===== src/rtl/wdt_pkg.sv =====
package wdt_pkg;
  // Extended mode scales the timeout by 2**EXT_SHIFT.
  localparam int EXT_SHIFT = 7;

  typedef enum logic {
    MODE_NORMAL   = 1'b0,
    MODE_EXTENDED = 1'b1
  } wdt_mode_e;
endpackage


===== src/rtl/wdt_sync.sv =====
// Two-flop synchroniser plus one history stage per bit.
module wdt_sync #(
  parameter int               WIDTH   = 2,
  parameter logic [WIDTH-1:0] RST_VAL = '0
) (
  input  logic             clk,
  input  logic             rst_n,
  input  logic [WIDTH-1:0] din,
  output logic [WIDTH-1:0] sync_q,
  output logic [WIDTH-1:0] hist_q
);
  logic [WIDTH-1:0] meta_q;
  logic [WIDTH-1:0] stage_q;
  logic [WIDTH-1:0] prev_q;

  always_ff @(posedge clk or negedge rst_n) begin
    if (!rst_n) begin
      meta_q  <= RST_VAL;
      stage_q <= RST_VAL;
      prev_q  <= RST_VAL;
    end else begin
      meta_q  <= din;
      stage_q <= meta_q;
      prev_q  <= stage_q;
    end
  end

  assign sync_q = stage_q;
  assign hist_q = prev_q;
endmodule


===== src/rtl/wdt_timer.sv =====
// Timeout counter with the limit latched on every clear.
module wdt_timer
  import wdt_pkg::*;
#(
  parameter int PERIOD_W = 16,
  localparam int CW      = PERIOD_W + EXT_SHIFT
) (
  input  logic                clk,
  input  logic                rst_n,
  input  logic [PERIOD_W-1:0] base_i,
  input  wdt_mode_e           mode_i,
  input  logic                clear_i,
  output logic                fault_o,
  output logic [CW-1:0]       cnt_o,
  output logic [CW-1:0]       lim_o
);
  logic [CW-1:0] cnt_q, cnt_d;
  logic [CW-1:0] lim_q, lim_d;
  logic [CW-1:0] eff_lim;
  logic          cnt_en;
  logic          armed;

  always_comb begin
    if (mode_i == MODE_EXTENDED) eff_lim = {base_i, {EXT_SHIFT{1'b0}}};
    else                         eff_lim = {{EXT_SHIFT{1'b0}}, base_i};
  end

  assign armed  = (lim_q != '0);
  assign cnt_en = clear_i | armed;

  always_comb begin
    cnt_d = cnt_q;
    lim_d = lim_q;
    if (clear_i) begin
      cnt_d = '0;
      lim_d = eff_lim;
    end else begin
      cnt_d = cnt_q + CW'(1);
    end
  end

  always_ff @(posedge clk or negedge rst_n) begin
    if (!rst_n) begin
      cnt_q <= '0;
      lim_q <= '0;
    end else if (cnt_en) begin
      cnt_q <= cnt_d;
      lim_q <= lim_d;
    end
  end

  assign fault_o = armed & ~clear_i & (cnt_q == lim_q - CW'(1));
  assign cnt_o   = cnt_q;
  assign lim_o   = lim_q;
endmodule


===== src/rtl/wdt_hold.sv =====
// Reset hold generator: asserted on power-on and on each fault.
module wdt_hold #(
  parameter int HOLD_W = 16
) (
  input  logic              clk,
  input  logic              rst_n,
  input  logic [HOLD_W-1:0] len_i,
  input  logic              fault_i,
  output logic              active_o
);
  logic              active_q, active_d;
  logic [HOLD_W-1:0] elapsed_q, elapsed_d;
  logic              last_cycle;

  assign last_cycle = ({1'b0, elapsed_q} + (HOLD_W+1)'(1)) >= {1'b0, len_i};

  always_comb begin
    active_d  = active_q;
    elapsed_d = elapsed_q;
    if (active_q) begin
      if (last_cycle) begin
        active_d  = 1'b0;
        elapsed_d = '0;
      end else begin
        elapsed_d = elapsed_q + HOLD_W'(1);
      end
    end else if (fault_i) begin
      active_d  = 1'b1;
      elapsed_d = '0;
    end
  end

  always_ff @(posedge clk or negedge rst_n) begin
    if (!rst_n) begin
      active_q  <= 1'b1;
      elapsed_q <= '0;
    end else begin
      active_q  <= active_d;
      elapsed_q <= elapsed_d;
    end
  end

  assign active_o = active_q;
endmodule


===== src/rtl/wdt_top.sv =====
module wdt_top
  import wdt_pkg::*;
#(
  parameter int PERIOD_W = 16,
  parameter int HOLD_W   = 16
) (
  input  logic                clk,
  input  logic                rst_n,
  input  logic                wdi,
  input  logic                wds,
  input  logic [PERIOD_W-1:0] base_period,
  input  logic [HOLD_W-1:0]   hold_len,
  output logic                reset_n_o
);
  localparam int CW = PERIOD_W + EXT_SHIFT;

  // bit 0: strobe (idles high), bit 1: mode select
  logic [1:0]    sync_lvl, sync_prev;
  logic          wdi_fall, wds_tog, wdt_clr, fault, hold_active;
  wdt_mode_e     mode;
  logic [CW-1:0] wdt_cnt, wdt_lim;

  wdt_sync #(.WIDTH(2), .RST_VAL(2'b01)) u_sync (
    .clk    (clk),
    .rst_n  (rst_n),
    .din    ({wds, wdi}),
    .sync_q (sync_lvl),
    .hist_q (sync_prev)
  );

  assign wdi_fall = sync_prev[0] & ~sync_lvl[0];
  assign wds_tog  = sync_prev[1] ^ sync_lvl[1];
  assign mode     = sync_lvl[1] ? MODE_EXTENDED : MODE_NORMAL;
  assign wdt_clr  = hold_active | wdi_fall | wds_tog;

  wdt_timer #(.PERIOD_W(PERIOD_W)) u_timer (
    .clk     (clk),
    .rst_n   (rst_n),
    .base_i  (base_period),
    .mode_i  (mode),
    .clear_i (wdt_clr),
    .fault_o (fault),
    .cnt_o   (wdt_cnt),
    .lim_o   (wdt_lim)
  );

  wdt_hold #(.HOLD_W(HOLD_W)) u_hold (
    .clk      (clk),
    .rst_n    (rst_n),
    .len_i    (hold_len),
    .fault_i  (fault),
    .active_o (hold_active)
  );

  assign reset_n_o = ~hold_active;
endmodule


===== config.mk =====
export PLATFORM = sky130hd
export DESIGN_NAME = wdt_top
export DESIGN_NICKNAME = d
export VERILOG_FILES = /design/src/rtl/wdt_pkg.sv /design/src/rtl/wdt_sync.sv /design/src/rtl/wdt_timer.sv /design/src/rtl/wdt_hold.sv /design/src/rtl/wdt_top.sv
export SDC_FILE = /design/constraint.sdc
export NUM_CORES = 1
export LEC_CHECK = 0
export ABC_CLOCK_PERIOD_IN_PS = 7700
export CAP_MARGIN = 20
export CORE_AREA = 2 2 121 64
export CTS_CLUSTER_DIAMETER = 100
export CTS_CLUSTER_SIZE = 30
export DETAILED_ROUTE_END_ITERATION = 8
export DIE_AREA = 0 0 123 66
export DONT_BUFFER_PORTS = 1
export HOLD_SLACK_MARGIN = 0.03
export PLACE_DENSITY = 0.83
export RECOVER_POWER = 50
export SKIP_LAST_GASP = 1
export SLEW_MARGIN = 10
export SYNTH_ARGS = -nofsm -noshare
export SYNTH_HDL_FRONTEND = slang
export SYNTH_SLANG_ARGS = --single-unit
export TNS_END_PERCENT = 100

===== constraint.sdc =====
create_clock -name clk -period 7.7 [get_ports clk]
set_clock_uncertainty 0.2 [all_clocks]
set_input_delay 1.925 -clock clk [delete_from_list [all_inputs] [get_ports clk]]
set_output_delay 1.925 -clock clk [all_outputs]
set_load 0.05 [all_outputs]

After elaboration in Yosys (flattened, before gate mapping)

Index checks and enable logic that the tools add are counted.

Register bits: 69
Input port bits: 36
Output and inout bits: 1
Word-level logic and storage cells: 35

Add/sub/neg operators: 4
$lt $le $gt $ge: 1
Equal/unequal tests: 1
Muxes and demuxes: 9
Bitwise gates (word level): 10
Reductions and logical operators: 3

Operators by type and width:

| cell                  | count |
|---|---|
| $mux 16               | 3 |
| $mux 23               | 2 |
| $add 23x1->23 const B | 1 |
| $eq 23x23->1          | 1 |
| $reduce_bool 23->1    | 1 |
| $sub 23x1->23 const B | 1 |
| $add 16x1->17 const B | 1 |
| $ge 17x16->1          | 1 |
| $add 16x1->16 const B | 1 |
| $mux 1                | 4 |
| $and 1x1->1           | 3 |
| $not 1->1             | 3 |
| $or 1x1->1            | 3 |
| $reduce_and 2->1      | 1 |
| $reduce_bool 2->1     | 1 |
| $xor 1x1->1           | 1 |

Longest topological paths before layout

Gate-level depths: netlist (run 1).

Depth in word-level cells: 9
Mapped depth: 14
Mapped depth without buffers: 13

Cells and area by module

From an unflattened synthesis (run 1), not the netlist that was laid out.

Cells, all modules: 507
Area total of the unflattened synthesis: 4556.9 um^2

Modules (own cells, without submodules):

| module    | instances | cells an instance | area an instance (um^2) | seq. area each (um^2) |
|---|---|---|---|---|
| wdt_timer | 1         | 329               | 2926.6                  | 1151.1 |
| wdt_hold  | 1         | 168               | 1452.6                  | 426.7 |
| wdt_sync  | 1         | 6                 | 153.9                   | 153.9 |
| wdt_top   | 1         | 4                 | 23.8                    | 0.0 |

Least setup slack after synthesis (run 1)

Ideal clock, no wire load.

Path type: input-to-reg
Start point: input hold_len[2]
End point: register u_hold.elapsed_q[10]
Library setup time: 0.075 ns
Arrival: 3.481 ns
Data required time: 7.425 ns
Slack: 3.944 ns
Cell stages on the path: 10
Buffers on the path: 1
Cells stage by stage: inv_1 ha_1 a21o_1 a21oi_1 a21oi_1 o21ai_0 o2111a_1 clkbuf_1 o21ai_0 o21ai_2

Longest elaborated chain between the ends: 3

RTL lines:

| what                   | line           | source |
|---|---|---|
| start: declaration     | wdt_top.sv:12  | `input logic [HOLD_W-1:0] hold_len,` |
| $ge 17x16->1           | wdt_hold.sv:15 | `assign last_cycle = ({1'b0, elapsed_q} + (HOLD_W+1)'(1)) >= {1'b0, len_i};` |
| $mux 16                | wdt_hold.sv:21 | `if (last_cycle) begin` |
| $mux 16                | wdt_hold.sv:20 | `if (active_q) begin` |
| end signal: assignment | wdt_hold.sv:39 | `elapsed_q <= elapsed_d;` |
| end: declaration       | wdt_hold.sv:12 | `logic [HOLD_W-1:0] elapsed_q, elapsed_d;` |

Every way passes these cells.
A chain may end at the register's enable or synchronous reset.

Worst setup path in the final report (run 1)

Start point: register u_hold.elapsed_q[2]
End point: register u_hold.elapsed_q[2]

Longest elaborated chain between the ends: 4
Elaborated cells between the ends (all ways): 5
Classes of those cells: 2 x add/sub; 1 x order compare; 2 x mux

RTL lines:

| what          | line |
|---|---|
| $add 16x1->17 | wdt_hold.sv:15 |
| $ge 17x16->1  | wdt_hold.sv:15 |
| $mux 16 (*)   | wdt_hold.sv:21 |
| $mux 16 (*)   | wdt_hold.sv:20 |

Every way passes the cells marked *; elsewhere a longest branch is shown, timed or not.

==> impl_metrics.yaml, run 1 <==
status:
  outcome: "finished clean"
yosys:
  synth_nets: 591
  yosysTopAreaCellShare: 0.349
  synthFlopType: "dfrtp_1"
  async_reset_ff_frac: 1.00
  synth-compound-area-share: 0.124
  ys_ff_latch: 69
  synth_fa_ha_area_frac: 0.0558
  ys_types: 60
  synth_top_cells_by_count: "nand2_1, dfrtp_1, nor2_1, o21ai_0"
  synth_area_leaders: "dfrtp_1, nand2_1, ha_1"
  netlist_area_mm2: 0.00466
  synth_mux_area_frac: 0.0193
  yosysWarnings: 0
  yosys.area_share.simple: 0.283
  synth_top_family_by_area: "simple AND/OR/NAND/NOR gates"
  synth_most_common_cell: "nand2_1"
  synth-xor-area-share: 0.103
  syn_avg_cell_area_um2: 8.72
  synth_top_cell_by_area: "dfrtp_1"
  synth_edf_count: 0
  ys_seq_area_frac: 0.371
  netlist_instances: 535
drt:
  vias: 3973
  drtIter0Drc: 474
  drt-vias-per-instance: 6.31
  ant_nets: 0
  drc_errors: 0
  drt-wirelength-per-cell_um: 18.1
  totalWireLength_mm: 11.4
  first_pass_iters: 5
clock_tree:
  cts_root_buf: "clkbuf_16"
  cts.sinks: 69
  clk_pin_slew_ns: 0.05
  cts-resized-gates: 0
  cts_inserted_buffers: 9
  cts_max_path_buffers: 2
  ctsHoldBuffers: 0
  clock_latency_ns: 0.33
  cts.htree.levels: 3
  cts_tree: "done"
  postCtsSetupBuffers: 0
timing:
  fin_crit_ns: 4.28
  slew-limit-headroom: 0.422
  tightest_slew_ns: 0.867
  rsz0062_at_grt: "no"
  timing.final.max_slew_violations: 0
  setup_viol: 0
  finalSetupTns_ns: 0
  finalCritPeriodShare: 0.556
  fmax_mhz: 234
  hold-worst-slack_ns: 0.156
  hold_viol_final: 0
setup_path:
  worstPathArrival_ns: 4.32
  crit_path_start_kind: "register"
  path_max_fanout: 17
  critPathTopFamily: "simple AND/OR/NAND/NOR gates"
  ff2ff_path_depth: 11
  required_ns: 7.74
  crit_path_top_delay_cell: "nor4_1"
  worstPathCellList: "nand3_1 > nor4_1 > nand3_1 > and2_1 > or2_2 > ha_1 > a21o_1 > a21oi_1 > o2111a_1 > o21ai_0 > o21ai_0"
  r2r_start: "u_hold.elapsed_q[2]"
  r2r_slack_ns: 3.42
  cp-end-kind: "register"
  rr_endpoint: "u_hold.elapsed_q[2]"
  path_buf_inv: 0
  crit_path_max_incr_delay_ns: 0.81
  crit_type: "register to register"
power_and_ir_drop:
  powerDensity_mw_per_mm2: 190
  finalPower_uw: 953
  ir_drop_mv: 0.146
  leakagePower_nw: 2.34
die:
  initial_utilization: 0.657
  io_pins: 37
  rows: 22
  dieWidth_um: 123
  die_h_um: 66
  coreArea_mm2: 0.00710
  design.die.area_mm2: 0.00812
grt:
  grt_overflow: 0
  antenna_found_initial: 0
  grt_first_pass_wirelength_mm: 18.8
  grt_start_max_net_pins: 70
  grt_usage: 0.309
  grt_pass1_vias: 3756
hold_path:
  min_to: "u_sync.sync_q[1]"
  hold_start: "u_sync.meta_q[1]"
  hold_class: "register to register"
  whs_path_depth: 0
layout:
  final_util: 0.705
  fill_cells: 541
  areaGrowthSynthToFinish_pct: 7.38
  drive_above_1_share: 0.103
  nets: 585
  antenna_cells: 0
placement:
  hpwl_mm: 8.56
  port_buffers: 0
  gp_congestion: 0.929
flow_run:
  maxCapViolCount: 0
==> power breakdown <==
part	internal [mW]	total, mW	switching [mW]
Sequential	0.381	0.421	0.0392
Combinational	0.0623	0.143	0.0812
Clock	0.235	0.389	0.154
==> per-stage QoR <==
stage	cell area, µm²	instances	worst slack, ns
3_5_place_dp	4730	614	3.50
3_3_place_gp	4710	613	3.63
2_1_floorplan	4660	535	3.94
6_report	5010	630	3.42
4_1_cts	5010	630	3.61
5_1_grt	5010	630	3.14
==> layout by cell type, fill, tap and decap left out, drive strengths merged, types with 4 or more instances in the layout <==
master,n
a211oi,4
a21o,4
a21oi,14
and2,8
and3,5
buf,4
clkbuf,13
dfrtp,65
dfstp,4
ha,20
inv,26
mux2i,9
nand2,78
nand3,28
nand3b,7
nand4,10
nor2,40
nor2b,7
nor3,19
nor4,9
nor4b,4
o2111ai,4
o21ai,46
or2,11
or3,8
xnor2,28
xor2,27
==> worst max-delay path by stage <==
stage,start,end,slack [ns],depth (start not counted)
5_1_grt,u_hold.elapsed_q[0],u_hold.elapsed_q[2],3.14,12
2_1_floorplan,hold_len[2],u_hold.elapsed_q[10],3.94,10
6_report,u_hold.elapsed_q[2],u_hold.elapsed_q[2],3.42,11
3_5_place_dp,hold_len[2],u_hold.elapsed_q[5],3.50,9
3_3_place_gp,hold_len[2],u_hold.elapsed_q[10],3.63,9
4_1_cts,u_hold.elapsed_q[0],u_hold.elapsed_q[5],3.61,13
==> per-layer routing <==
layer	up-vias	track usage	wire length (µm)
li1	1861	-	-
met1	1882	0.455	5380
met2	211	0.445	4780
met3	19	0.0922	1100
met4	0	0.0781	145
met5	-	0	0
==> registers in the layout, summed over array words and instances (netlist names) <==
register,count
u_timer.lim_o,23
u_sync.meta_q,2
u_timer.cnt_o,23
u_hold.elapsed_q,16
u_hold.active_o,1
u_sync.hist_q,2
u_sync.sync_q,2
==> logic make-up (layout without fill, tap and decap cells) <==
| logic type | Yosys count | count (layout) |
|---|---|---|
| simple gates | 245 | 245 |
| compound gates | 88 | 88 |
| flops | 69 | 69 |
| xor+xnor | 55 | 55 |
| buf+inv | 48 | 47 |
| fa+ha+maj | 21 | 21 |
| mux | 9 | 9 |
==> layout make-up <==
cell class / instances / area, µm² / area share
timing repair buffer: 4 / 37.5 / 0.00750
tap: 96 / 120 / 0.0240
sequential: 69 / 1730 / 0.346
multi-input combinational: 418 / 2740 / 0.546
clock inverter: 3 / 20.0 / 0.00400
inverter: 27 / 101 / 0.0202
clock buffer: 13 / 260 / 0.0520
Power figures use the tool's default switching activity.
==> inputs of run 2 (changes only) <==
ABC_CLOCK_PERIOD_IN_PS = 3450   (was 7700)
CORE_AREA = 2 2 130 69   (was 2 2 121 64)
DIE_AREA = 0 0 132 71   (was 0 0 123 66)
PLACE_DENSITY = 0.75   (was 0.83)
clock period = 3.45 ns   (was 7.7 ns; I/O delays follow)
==> run 2 against run 1 <==
Critical endpoint is now u_hold.elapsed_q[7]. Utilization down 6.6 points. The flow now finishes with violations (capacitance limit, slew limit). Sequential cell count unchanged. Global-route usage down 3.8 points. Highest routed layer unchanged. Cell count up 5.9%. Sequential share of layout area down 1.9 points. Clock power rose to 2.6 times the previous value. Power up 140%. Via count up 0.96%. Die area up 15%. Sequential power up 120%. Hold slack better by 0.0085 ns. Largest cell class unchanged.
==> impl_metrics.yaml, run 2 (same netlist as run 1, synthesis figures left out) <==
placement:
  port_buffers: 0
  hpwl_mm: 8.67
  placedCellCount: 644
  gp_congestion: 0.919
  place_area_mm2: 0.00484
power_and_ir_drop:
  p_clk_frac: 0.442
  ir_drop_mv: 0.279
  netSwitchingFraction: 0.274
  switchingPower_uw: 640
  finalPower_mw: 2.33
  intPower_mw: 1.69
  powerDensity_mw_per_mm2: 439
  p_seq_frac: 0.401
  leakagePower_nw: 2.48
  combPwrFrac: 0.157
die:
  die_h_um: 71
  rows: 24
  dieWidth_um: 132
  design.die.area_mm2: 0.00937
  coreArea_mm2: 0.00832
  initial_utilization: 0.561
  io_pins: 37
setup_path:
  worstPathArrival_ns: 3.35
  r2r_slack_ns: 0.11
  crit_type: "register to register"
  crit_path_max_incr_delay_ns: 0.43
  crit_path_start_kind: "register"
  required_ns: 3.46
  worstPathCellList: "nand3_4 > buf_4 > nor4_2 > buf_4 > buf_4 > nand2_1 > and2_1 > or2_2 > ha_1 > nand3_1 > nor2_1 > o21ai_0 > o2111a_2 > clkbuf_16 > o21ai_0 > o21ai_2"
  cp-end-kind: "register"
  critPathMostFrequentCell: "buf_4"
  crit_path_top_delay_cell: "dfrtp_1"
  path_max_fanout: 8
status:
  violations: "capacitance limit, slew limit"
  outcome: "finished with violations"
timing:
  tightest_slew_ns: 1.63
  fmax_mhz: 299
  finalCritPeriodShare: 0.968
  fin_crit_ns: 3.34
  slew-limit-headroom: -0.0857
  hold_viol_final: 0
  timing.final.max_slew_violations: 66
  setup_viol: 0
drt:
  drt-wirelength-per-cell_um: 18.2
  vias: 4011
  drtIter0Drc: 396
  drc_errors: 0
  totalWireLength_mm: 12.1
  ant_nets: 0
  drt-vias-per-instance: 6.01
  first_pass_iters: 5
clock_tree:
  cts_max_path_buffers: 2
  cts.sinks: 69
  cts_root_buf: "clkbuf_16"
  clk_pin_slew_ns: 0.06
  cts.htree.levels: 3
  clock_latency_ns: 0.34
  cts_tree: "done"
  cts_inserted_buffers: 9
grt:
  antenna_found_initial: 0
  grt_first_pass_wirelength_mm: 19.5
  grt_pass1_vias: 3783
  grt_start_max_net_pins: 66
  grt_usage: 0.271
  grt_overflow: 0
layout:
  final_cell_mix: "nand2_1, dfrtp_1, nor2_1, o21ai_0, xnor2_1"
  finalInstanceArea_mm2: 0.00531
  final_common_cell: "nand2_1"
  drive_above_1_share: 0.156
  areaGrowthSynthToFinish_pct: 13.9
  antenna_cells: 0
  fill_cells: 680
  final_util: 0.639
  instances_no_fill: 667
  nets: 601
hold_path:
  hold_class: "register to register"
flow_run:
  maxCapViolCount: 1
[run 2: changes by cell type in the layout (fill, tap and decap cells not counted), sizes merged]
cell	previous run	this run
buf	4	18
bufinv	0	2
clkbuf	13	15
clkinv	2	1
clkinvlp	2	1
[run 2: final timing paths]
path                                        to                 from  cells after the start
max                        u_hold.elapsed_q[7]  u_hold.elapsed_q[4]                     16
max in group asynchronous  u_hold.elapsed_q[3]                rst_n                      1
max reg2reg                u_hold.elapsed_q[7]  u_hold.elapsed_q[4]                     16
min                           u_sync.sync_q[0]     u_sync.meta_q[0]                      0
min in group asynchronous     u_sync.meta_q[0]                rst_n                      0
min reg2reg                   u_sync.sync_q[0]     u_sync.meta_q[0]                      0
[run 2: power by group through the flow]
stage	combinational, mW	clock [mW]	sequential [mW]
after floorplan	0.281	0	0.907
after global routing	0.402	1.08	0.936
after CTS	0.359	1.05	0.930
after detailed placement	0.335	0	0.944
final	0.366	1.03	0.935
after global placement	0.321	0	0.939
[run 2: routing by layer]
| layer | wire (µm) | track usage | up-vias |
|---|---|---|---|
| met2 | 4960 | 0.374 | 177 |
| met4 | 186 | 0.0966 | 0 |
| met3 | 1160 | 0.0839 | 20 |
| met5 | 0 | 0 | - |
| li1 | - | - | 1879 |
| met1 | 5830 | 0.400 | 1935 |
[run 2: final cells by class]
type | count | area, µm² | area share
Clock inverter | 3 | 67.6 | 0.0127
Multi-Input combinational cell | 418 | 2800 | 0.528
Tap cell | 117 | 146 | 0.0276
Sequential cell | 69 | 1730 | 0.326
Clock buffer | 13 | 270 | 0.0509
Timing Repair Buffer | 20 | 190 | 0.0358
Inverter | 27 | 101 | 0.0191
[run 2: critical path: cells and delay by family, from the launching register on]
family	cells	cell delay (ns)
and+or+nand+nor	7	1.17
buffers and inverters	4	0.64
AOI/OAI and AO/OA	4	0.46
DFF	1	0.43
adders and majority gates	1	0.33
[run 2: stage by stage]
step / setup TNS (ns) / hold WS (ns) / setup slack [ns]
CTS: 0 / 0.156 / 0.0166
detailed placement: -0.0993 / 0.151 / -0.0366
floorplan: 0 / 0.131 / 0.0923
global placement: 0 / 0.146 / 0.0597
global route: -0.0768 / 0.150 / -0.0361
finish: 0 / 0.164 / 0.109
[run 2: timing repair]
action	in CTS	in global routing
buffers inserted	1	4
pin swaps	1	5
hold buffers	1	0
gates cloned	0	1
setup endpoints to repair	13	17
endpoints found under the hold margin	65	0
gates resized for setup	2	15
